==> src/rtl/rstseq_pkg.sv <==
package rstseq_pkg;

  typedef enum logic [1:0] {
    CS_OFF      = 2'b00,
    CS_FALLBACK = 2'b01,
    CS_PROG     = 2'b10
  } clk_sel_e;

  typedef enum logic [1:0] {
    PH_PARK,
    PH_HOLD,
    PH_COUNT,
    PH_IDLE
  } phase_e;

  typedef enum logic [1:0] {
    STRAP_LOW   = 2'b00,
    STRAP_FLOAT = 2'b01,
    STRAP_HIGH  = 2'b10,
    STRAP_HIGH2 = 2'b11
  } strap_e;

endpackage

==> src/rtl/rstseq_dur_lut.sv <==
module rstseq_dur_lut #(
  parameter int unsigned CODE_W    = 5,
  parameter int unsigned DUR_W     = 13,
  parameter int unsigned UNIT_MS   = 6,
  parameter int unsigned LIN_CODES = 5,
  parameter int unsigned GRP_LOG2  = 2
) (
  input  logic [CODE_W-1:0] code_i,
  output logic [DUR_W-1:0]  dur_o
);

  localparam int unsigned LIN_END  = UNIT_MS * LIN_CODES;
  localparam int unsigned GRP_STEP = UNIT_MS << GRP_LOG2;

  logic [CODE_W-1:0]   off;
  logic [CODE_W-1:0]   grp;
  logic [GRP_LOG2:0]   pos;

  // linear run first, then groups whose step doubles each time
  always_comb begin
    off = code_i - CODE_W'(LIN_CODES);
    grp = (off >> GRP_LOG2) + CODE_W'(1);
    pos = {1'b0, off[GRP_LOG2-1:0]} + (GRP_LOG2+1)'(1);
    if (code_i < CODE_W'(LIN_CODES)) begin
      dur_o = DUR_W'(UNIT_MS) * (DUR_W'(code_i) + DUR_W'(1));
    end else begin
      dur_o = DUR_W'(LIN_END)
            + DUR_W'(GRP_STEP) * ((DUR_W'(1) << grp) - DUR_W'(2))
            + DUR_W'(pos) * (DUR_W'(UNIT_MS) << grp);
    end
  end

endmodule

==> src/rtl/rstseq_dur_sel.sv <==
module rstseq_dur_sel
  import rstseq_pkg::*;
#(
  parameter int unsigned CODE_W   = 5,
  parameter int unsigned DUR_W    = 13,
  parameter int unsigned SHORT_MS = 6,
  parameter int unsigned MID_MS   = 270,
  parameter int unsigned CODE_RST = 0
) (
  input  logic              clk_i,
  input  logic              rst_ni,
  input  logic [1:0]        strap_i,
  input  logic              alt_mode_i,
  input  logic [CODE_W-1:0] code_i,
  input  logic              load_i,
  output logic [DUR_W-1:0]  eff_ms_o,
  output logic              load_longer_o
);

  localparam int unsigned N_LOOKUP = 2;  // stored code, incoming code

  logic [CODE_W-1:0] code_q;
  logic [CODE_W-1:0] lk_code [N_LOOKUP];
  logic [DUR_W-1:0]  lk_dur  [N_LOOKUP];

  always_ff @(posedge clk_i) begin
    if (!rst_ni)     code_q <= CODE_W'(CODE_RST);
    else if (load_i) code_q <= code_i;
  end

  assign lk_code[0] = code_q;
  assign lk_code[1] = code_i;

  for (genvar gi = 0; gi < N_LOOKUP; gi++) begin : g_lut
    rstseq_dur_lut #(
      .CODE_W (CODE_W),
      .DUR_W  (DUR_W)
    ) i_lut (
      .code_i (lk_code[gi]),
      .dur_o  (lk_dur[gi])
    );
  end

  assign load_longer_o = load_i && (lk_dur[1] > lk_dur[0]);

  always_comb begin
    if (alt_mode_i) begin
      eff_ms_o = lk_dur[0];
    end else begin
      unique case (strap_e'(strap_i))
        STRAP_LOW:   eff_ms_o = DUR_W'(SHORT_MS);
        STRAP_FLOAT: eff_ms_o = DUR_W'(MID_MS);
        default:     eff_ms_o = lk_dur[0];
      endcase
    end
  end

endmodule

==> src/rtl/rstseq_core.sv <==
module rstseq_core
  import rstseq_pkg::*;
#(
  parameter int unsigned DUR_W   = 13,
  parameter int unsigned PROG_MS = 4
) (
  input  logic             clk_i,
  input  logic             rst_ni,
  input  logic             tick_i,
  input  logic             cond_i,
  input  logic             bo_i,
  input  logic             wd_i,
  input  logic             por_i,
  input  logic             load_trig_i,
  input  logic [DUR_W-1:0] eff_ms_i,
  output logic             sys_rst_no,
  output logic             evt_o,
  output logic             prog_pt_o
);

  localparam int unsigned CNT_W = DUR_W + 1;  // room for a doubled target

  phase_e           ph_q;
  logic [CNT_W-1:0] cnt_q;
  logic [CNT_W-1:0] cnt_nxt;
  logic [CNT_W-1:0] tgt;
  logic             dbl_q;
  logic             cond_q;
  logic             rst_q;
  logic             step;

  assign evt_o   = (cond_i && !cond_q) || bo_i || wd_i || por_i || load_trig_i;
  assign tgt     = dbl_q ? {eff_ms_i, 1'b0} : {1'b0, eff_ms_i};
  assign cnt_nxt = cnt_q + CNT_W'(1);
  assign step    = !evt_o && (ph_q == PH_COUNT) && tick_i;
  assign prog_pt_o = step && (cnt_nxt == CNT_W'(PROG_MS));
  assign sys_rst_no = rst_q;

  always_ff @(posedge clk_i) begin
    if (!rst_ni) begin
      ph_q   <= PH_PARK;
      cnt_q  <= '0;
      dbl_q  <= 1'b0;
      cond_q <= 1'b0;
      rst_q  <= 1'b0;
    end else begin
      cond_q <= cond_i;
      if (evt_o) begin
        rst_q <= 1'b0;
        ph_q  <= cond_i ? PH_HOLD : PH_COUNT;
        cnt_q <= '0;
        dbl_q <= bo_i || wd_i;
      end else if (ph_q == PH_HOLD && !cond_i) begin
        ph_q  <= PH_COUNT;
        cnt_q <= '0;
      end else if (step) begin
        cnt_q <= cnt_nxt;
        if (cnt_nxt >= tgt) begin
          rst_q <= 1'b1;
          ph_q  <= PH_IDLE;
        end
      end
    end
  end

endmodule

==> src/rtl/rstseq_clk_seq.sv <==
module rstseq_clk_seq
  import rstseq_pkg::*;
#(
  parameter int unsigned FB_MS = 2
) (
  input  logic       clk_i,
  input  logic       rst_ni,
  input  logic       tick_i,
  input  logic       evt_i,
  input  logic       vdd_low_i,
  input  logic       prog_pt_i,
  output logic [1:0] clk_sel_o
);

  localparam int unsigned FB_W = $clog2(FB_MS + 1);

  clk_sel_e        sel_q;
  logic [FB_W-1:0] fb_q;

  assign clk_sel_o = sel_q;

  always_ff @(posedge clk_i) begin
    if (!rst_ni) begin
      sel_q <= CS_OFF;
      fb_q  <= '0;
    end else if (evt_i) begin
      sel_q <= vdd_low_i ? CS_OFF : CS_FALLBACK;
      fb_q  <= '0;
    end else if (prog_pt_i) begin
      sel_q <= CS_PROG;
    end else if (sel_q == CS_FALLBACK) begin
      if (vdd_low_i) begin
        sel_q <= CS_OFF;
      end else if (tick_i) begin
        fb_q <= fb_q + FB_W'(1);
        if (fb_q + FB_W'(1) == FB_W'(FB_MS)) sel_q <= CS_OFF;
      end
    end
  end

endmodule

==> src/rtl/rstseq_top.sv <==
module rstseq_top #(
  parameter int unsigned CODE_W         = 5,
  parameter int unsigned DUR_W          = 13,
  parameter int unsigned STRAP_SHORT_MS = 6,
  parameter int unsigned STRAP_MID_MS   = 270,
  parameter int unsigned FALLBACK_MS    = 2,
  parameter int unsigned PROG_START_MS  = 4,
  parameter int unsigned CODE_RST       = 0
) (
  input  logic              clk_i,
  input  logic              rst_ni,
  input  logic              ms_tick_i,
  input  logic              cond_i,
  input  logic              bo_evt_i,
  input  logic              wd_evt_i,
  input  logic              por_evt_i,
  input  logic              vdd_low_i,
  input  logic [1:0]        strap_i,
  input  logic              alt_mode_i,
  input  logic [CODE_W-1:0] code_i,
  input  logic              code_load_i,
  output logic              sys_rst_no,
  output logic [1:0]        clk_sel_o
);

  logic [DUR_W-1:0] eff_ms;
  logic             load_longer;
  logic             evt;
  logic             prog_pt;

  rstseq_dur_sel #(
    .CODE_W   (CODE_W),
    .DUR_W    (DUR_W),
    .SHORT_MS (STRAP_SHORT_MS),
    .MID_MS   (STRAP_MID_MS),
    .CODE_RST (CODE_RST)
  ) i_sel (
    .clk_i         (clk_i),
    .rst_ni        (rst_ni),
    .strap_i       (strap_i),
    .alt_mode_i    (alt_mode_i),
    .code_i        (code_i),
    .load_i        (code_load_i),
    .eff_ms_o      (eff_ms),
    .load_longer_o (load_longer)
  );

  rstseq_core #(
    .DUR_W   (DUR_W),
    .PROG_MS (PROG_START_MS)
  ) i_core (
    .clk_i       (clk_i),
    .rst_ni      (rst_ni),
    .tick_i      (ms_tick_i),
    .cond_i      (cond_i),
    .bo_i        (bo_evt_i),
    .wd_i        (wd_evt_i),
    .por_i       (por_evt_i),
    .load_trig_i (load_longer),
    .eff_ms_i    (eff_ms),
    .sys_rst_no  (sys_rst_no),
    .evt_o       (evt),
    .prog_pt_o   (prog_pt)
  );

  rstseq_clk_seq #(
    .FB_MS (FALLBACK_MS)
  ) i_clk (
    .clk_i     (clk_i),
    .rst_ni    (rst_ni),
    .tick_i    (ms_tick_i),
    .evt_i     (evt),
    .vdd_low_i (vdd_low_i),
    .prog_pt_i (prog_pt),
    .clk_sel_o (clk_sel_o)
  );

endmodule

==> config.mk <==
export PLATFORM = sky130hd
export DESIGN_NAME = rstseq_top
export DESIGN_NICKNAME = d
export VERILOG_FILES = /design/src/rtl/rstseq_pkg.sv /design/src/rtl/rstseq_dur_lut.sv /design/src/rtl/rstseq_dur_sel.sv /design/src/rtl/rstseq_core.sv /design/src/rtl/rstseq_clk_seq.sv /design/src/rtl/rstseq_top.sv
export SDC_FILE = /design/constraint.sdc
export NUM_CORES = 1
export LEC_CHECK = 0
export BUFFER_PORTS_ARGS = -buffer_cell sky130_fd_sc_hd__buf_4
export CAP_MARGIN = 20
export CORE_UTILIZATION = 59
export CTS_CLUSTER_DIAMETER = 200
export DETAILED_ROUTE_END_ITERATION = 8
export GPL_TIMING_DRIVEN = 0
export PLACE_DENSITY = 0.79
export SYNTH_ARGS = -nofsm -noshare
export SYNTH_HDL_FRONTEND = slang
export SYNTH_SLANG_ARGS = --single-unit
==> constraint.sdc <==
create_clock -name clk_i -period 8.7 [get_ports clk_i]
set_input_delay 0.87 -clock clk_i [delete_from_list [all_inputs] [get_ports clk_i]]
set_output_delay 0.87 -clock clk_i [all_outputs]
set_load 0.05 [all_outputs]
==> results summary <==
When the netlist entered floorplanning its net count stood at 1061. The number of antenna diodes in the final layout is 0. The summed instance area of the synthesized netlist is 0.00686 mm2.

The start point of the worst hold path is i_clk.fb_q[1]$_SDFFE_PP0P_. In this run the horizontal extent of the chip is 110 um. The number of hold violations in the final report came to 0. The via count came out at 6497. STA classifies the critical path endpoint as a register. In this run switching power makes up 52.4% of total power. The clock network power share came out at 6.2%.

The worst register-to-register path begins at i_sel.code_q[0]$_SDFFE_PN0P_. Summed over all layers, the global routing overflow is 0. The worst-case IR drop observed on VDD is 0.000285 V. The largest individual stage delay along the critical path comes from the cell sky130_fd_sc_hd__or4_1.

The logic gate share of total power came out at 87.9%. The total global-route track usage came out at 27.5%. Tracing the worst setup path back leads to its startpoint at code_i[0]. The number of max-slew violations in the final report is 0.

The per-cell via count in the routed design came out at 6.08. The final critical-path share of the clock period came out at 95.4%. The total of max-cap violations is 0. The area growth from synthesis to layout came out at 12.0%.

The final non-filler cell area came out at 0.00769 mm2. The endpoint required time on the critical path is 8850 ps. The timing-limited maximum frequency is 121 MHz. The synthesized netlist contains 73 unique library cells. The initial antenna violation count came out at 0. The leakage dissipation is 0.00337 uW. The number of nets in the final layout came out at 1090. The internal power component came out at 1090 uW.

The shortest period the worst path allows is 8300 ps. The clock buffer count from CTS is 3. The end-of-flow core utilization came out at 67.6%. In this design, the critical path's most frequently occurring cell is sky130_fd_sc_hd__nor2_1. Dividing total power by cell area gives a power density of 298 mW/mm2. The count of buffers inserted at the top-level ports came out at 17. The initial cell density of the core came out at 60.3%. The pin slew with the least headroom to its limit came out at 970 ps. The root buffer cell is sky130_fd_sc_hd__clkbuf_16. Summing all placed instances gives a cell area of 0.00717 mm2.

The die is 110 um tall. At the end of routability-driven placement, the weighted congestion stood at 0.863. The clock reaches the later pin of the worst-skew pair after 270 ps. The first-pass GRT wire length came out at 26.6 mm. The path category of the worst min-delay check is reg -> reg. The flip-flop cell with the highest count after synthesis is sky130_fd_sc_hd__dfxtp_1.

The number of enable-type register cells in the synthesized netlist is 0. The via count of the first global-routing pass came out at 5832. TritonCTS built the clock tree.

The analysis attributes to net switching a power of 1200 uW. The largest incremental delay on the critical path is 520 ps. The fraction of final layout cells with drive strength greater than 1 came out at 11.4%. The number of sinks driven by the clock tree came out at 28. In the routed design, unresolved DRC markers number 0. The floorplan core area is 0.0114 mm2.

The largest net degree at the start of global routing is 17. STA classifies the critical path startpoint as a primary input. After clock tree synthesis, the clock-pin slew on the worst setup and hold paths is 80 ps. The number of core rows is 39. The worst setup margin came out at 404 ps. Of all nets on the critical path, the largest fanout is 10. The fill cell instance count of the final layout is 946. The data arrival time of the worst path is 8440 ps. The run finished with clean final reports. The count of nets left with antenna violations once routing finished came out at 0.

The CTS H-tree depth came out at 1. After synthesis the netlist holds a flip-flop and latch count of 28. The count of mapped cells out of synthesis is 898. For this run, the detailed router's first-pass iteration total came to 5. Dividing the synthesized area by the synthesized cell count gives 7.64 um2.

For this run, the register share of the synthesized area comes to 8.17%. The Yosys step of the flow raised 0 warnings. In this run, flip-flops and latches consume 5.9% of the power.

Counting flops with an async set or reset pin after synthesis yields a share of 0%. The floorplan step defined a die boundary enclosing 0.0121 mm2. The post-placement worst setup slack is -1400 ps. For this block, the routed nets add up to 16.8 mm of wire.

The total of endpoints with negative setup slack in the final report came out at 0. In this run the count of I/O pins placed on the die edge is 20. Detailed placement ended at an HPWL of 13.1 mm. The number of buffers between clock root and the deepest sink is 2. The number of DRC markers in iteration 0 is 439.

In the final routed layout, each cell accounts on average for 15.7 um. The setup path with the least slack is of type in -> reg. The number of buffers added to fix hold violations after cts came out at 0. The worst clock skew is 8.72 ps. The worst pin sits at a relative slew slack of 34.8%.
[synth_stat cells, types with 10 or more instances]
master	instances	area, um2
sky130_fd_sc_hd__nand3_1	48	240
sky130_fd_sc_hd__fa_1	39	781
sky130_fd_sc_hd__nor2_1	69	259
sky130_fd_sc_hd__xnor2_1	64	561
sky130_fd_sc_hd__a21oi_1	61	305
sky130_fd_sc_hd__clkbuf_1	35	131
sky130_fd_sc_hd__xor2_1	27	236
sky130_fd_sc_hd__ha_1	107	1340
sky130_fd_sc_hd__nor2b_1	16	100
sky130_fd_sc_hd__dfxtp_1	28	561
sky130_fd_sc_hd__inv_1	66	248
sky130_fd_sc_hd__mux2i_1	10	100
sky130_fd_sc_hd__o21ai_0	42	210
sky130_fd_sc_hd__nor3_1	17	85.1
sky130_fd_sc_hd__a21o_1	21	158
sky130_fd_sc_hd__nand2_1	85	319
[registers in the layout, indices dropped and copies added, names as in the netlist]
register           flops
i_clk.clk_sel_o        2
i_clk.fb_q             2
i_core.cnt_q          14
i_core.cond_q          1
i_core.dbl_q           1
i_core.ph_q            2
i_core.sys_rst_no      1
i_sel.code_q           5
[power by group through the flow]
| stage | sequential [uW] | combinational [uW] | clock [uW] |
|---|---|---|---|
| floorplan | 139 | 1490 | 0 |
| global placement | 138 | 1820 | 0 |
| detailed placement | 138 | 1850 | 0 |
| CTS | 135 | 1910 | 144 |
| global route | 135 | 2250 | 150 |
| finish | 135 | 2010 | 143 |
[cells in the final DEF, fill, tap and decap left out, types with 26 or more instances in the layout]
| cell | netlist | final |
|---|---|---|
| sky130_fd_sc_hd__fa_1 | 39 | 39 |
| sky130_fd_sc_hd__nand2_1 | 85 | 83 |
| sky130_fd_sc_hd__a21oi_1 | 61 | 58 |
| sky130_fd_sc_hd__inv_1 | 66 | 62 |
| sky130_fd_sc_hd__nand3_1 | 48 | 46 |
| sky130_fd_sc_hd__xor2_1 | 27 | 26 |
| sky130_fd_sc_hd__buf_4 | 0 | 32 |
| sky130_fd_sc_hd__nor2_1 | 69 | 67 |
| sky130_fd_sc_hd__ha_1 | 107 | 101 |
| sky130_fd_sc_hd__xnor2_1 | 64 | 58 |
| sky130_fd_sc_hd__dfxtp_1 | 28 | 28 |
| sky130_fd_sc_hd__o21ai_0 | 42 | 39 |
[critical path, delay by kind of cell]
kind | cells | cell delay (ps)
simple gates | 14 | 2320
fa+ha+maj | 8 | 2230
compound gates | 6 | 1080
xor+xnor | 7 | 1070
buf+inv | 6 | 880
[path summary, 6_finish.rpt]
kind	end	slack (ps)	depth (start not counted)
min	i_clk.fb_q[1]$_SDFFE_PP0P_	450	2
min reg2reg	i_clk.fb_q[1]$_SDFFE_PP0P_	450	2
max reg2reg	i_core.cnt_q[5]$_SDFFE_PP0P_	610	38
max	i_core.cnt_q[5]$_SDFFE_PP0P_	400	41
[logic make-up (layout without fill, tap and decap cells)]
logic type | after synthesis | count (layout) | synth area share [%]
buf+inv | 115 | 143 | 6.60
xor+xnor | 93 | 93 | 12.1
flops | 28 | 28 | 8.17
fa+ha+maj | 146 | 146 | 30.9
compound gates | 205 | 205 | 19.1
mux | 11 | 11 | 1.62
simple gates | 300 | 300 | 21.5
[area by class of cell]
type,instances,area (um2),area share (%)
Timing Repair Buffer,30,225,2.93
Multi-Input combinational cell,755,6160,80.1
Clock buffer,3,75.1,0.977
Clock inverter,1,30.0,0.391
Tap cell,143,179,2.33
Inverter,68,263,3.42
Sequential cell,28,561,7.29
Buffer,41,196,2.56
[metrics by stage]
stage          instances  power, uW  TNS [ps]  hold slack (ps)
3_3_place_gp        1058       1960    -26280              447
6_report            1069       2290         0              453
2_1_floorplan        898       1630         0              434
3_5_place_dp        1058       1990    -27440              447
4_1_cts             1061       2190         0              457
5_1_grt             1069       2540      -576              478
[routing by layer]
layer / routed length, um / GRT usage [%] / share of wire [%]
met1: 7450 / 36.1 / 44
met2: 8240 / 48.9 / 49
met3: 776 / 1.60 / 4.6
met4: 320 / 7.14 / 1.9
met5: 0 / 0 / 0
[what timing repair did]
item                                   in CTS  in global routing
endpoints found under the hold margin       0                  0
pin swaps                                   2                  8
setup buffers                               2                 11
setup endpoints to repair                  22                 22
resized for setup                          32                 41
cloned                                      0                  0
No activity file was read; power rests on OpenSTA's default activity.
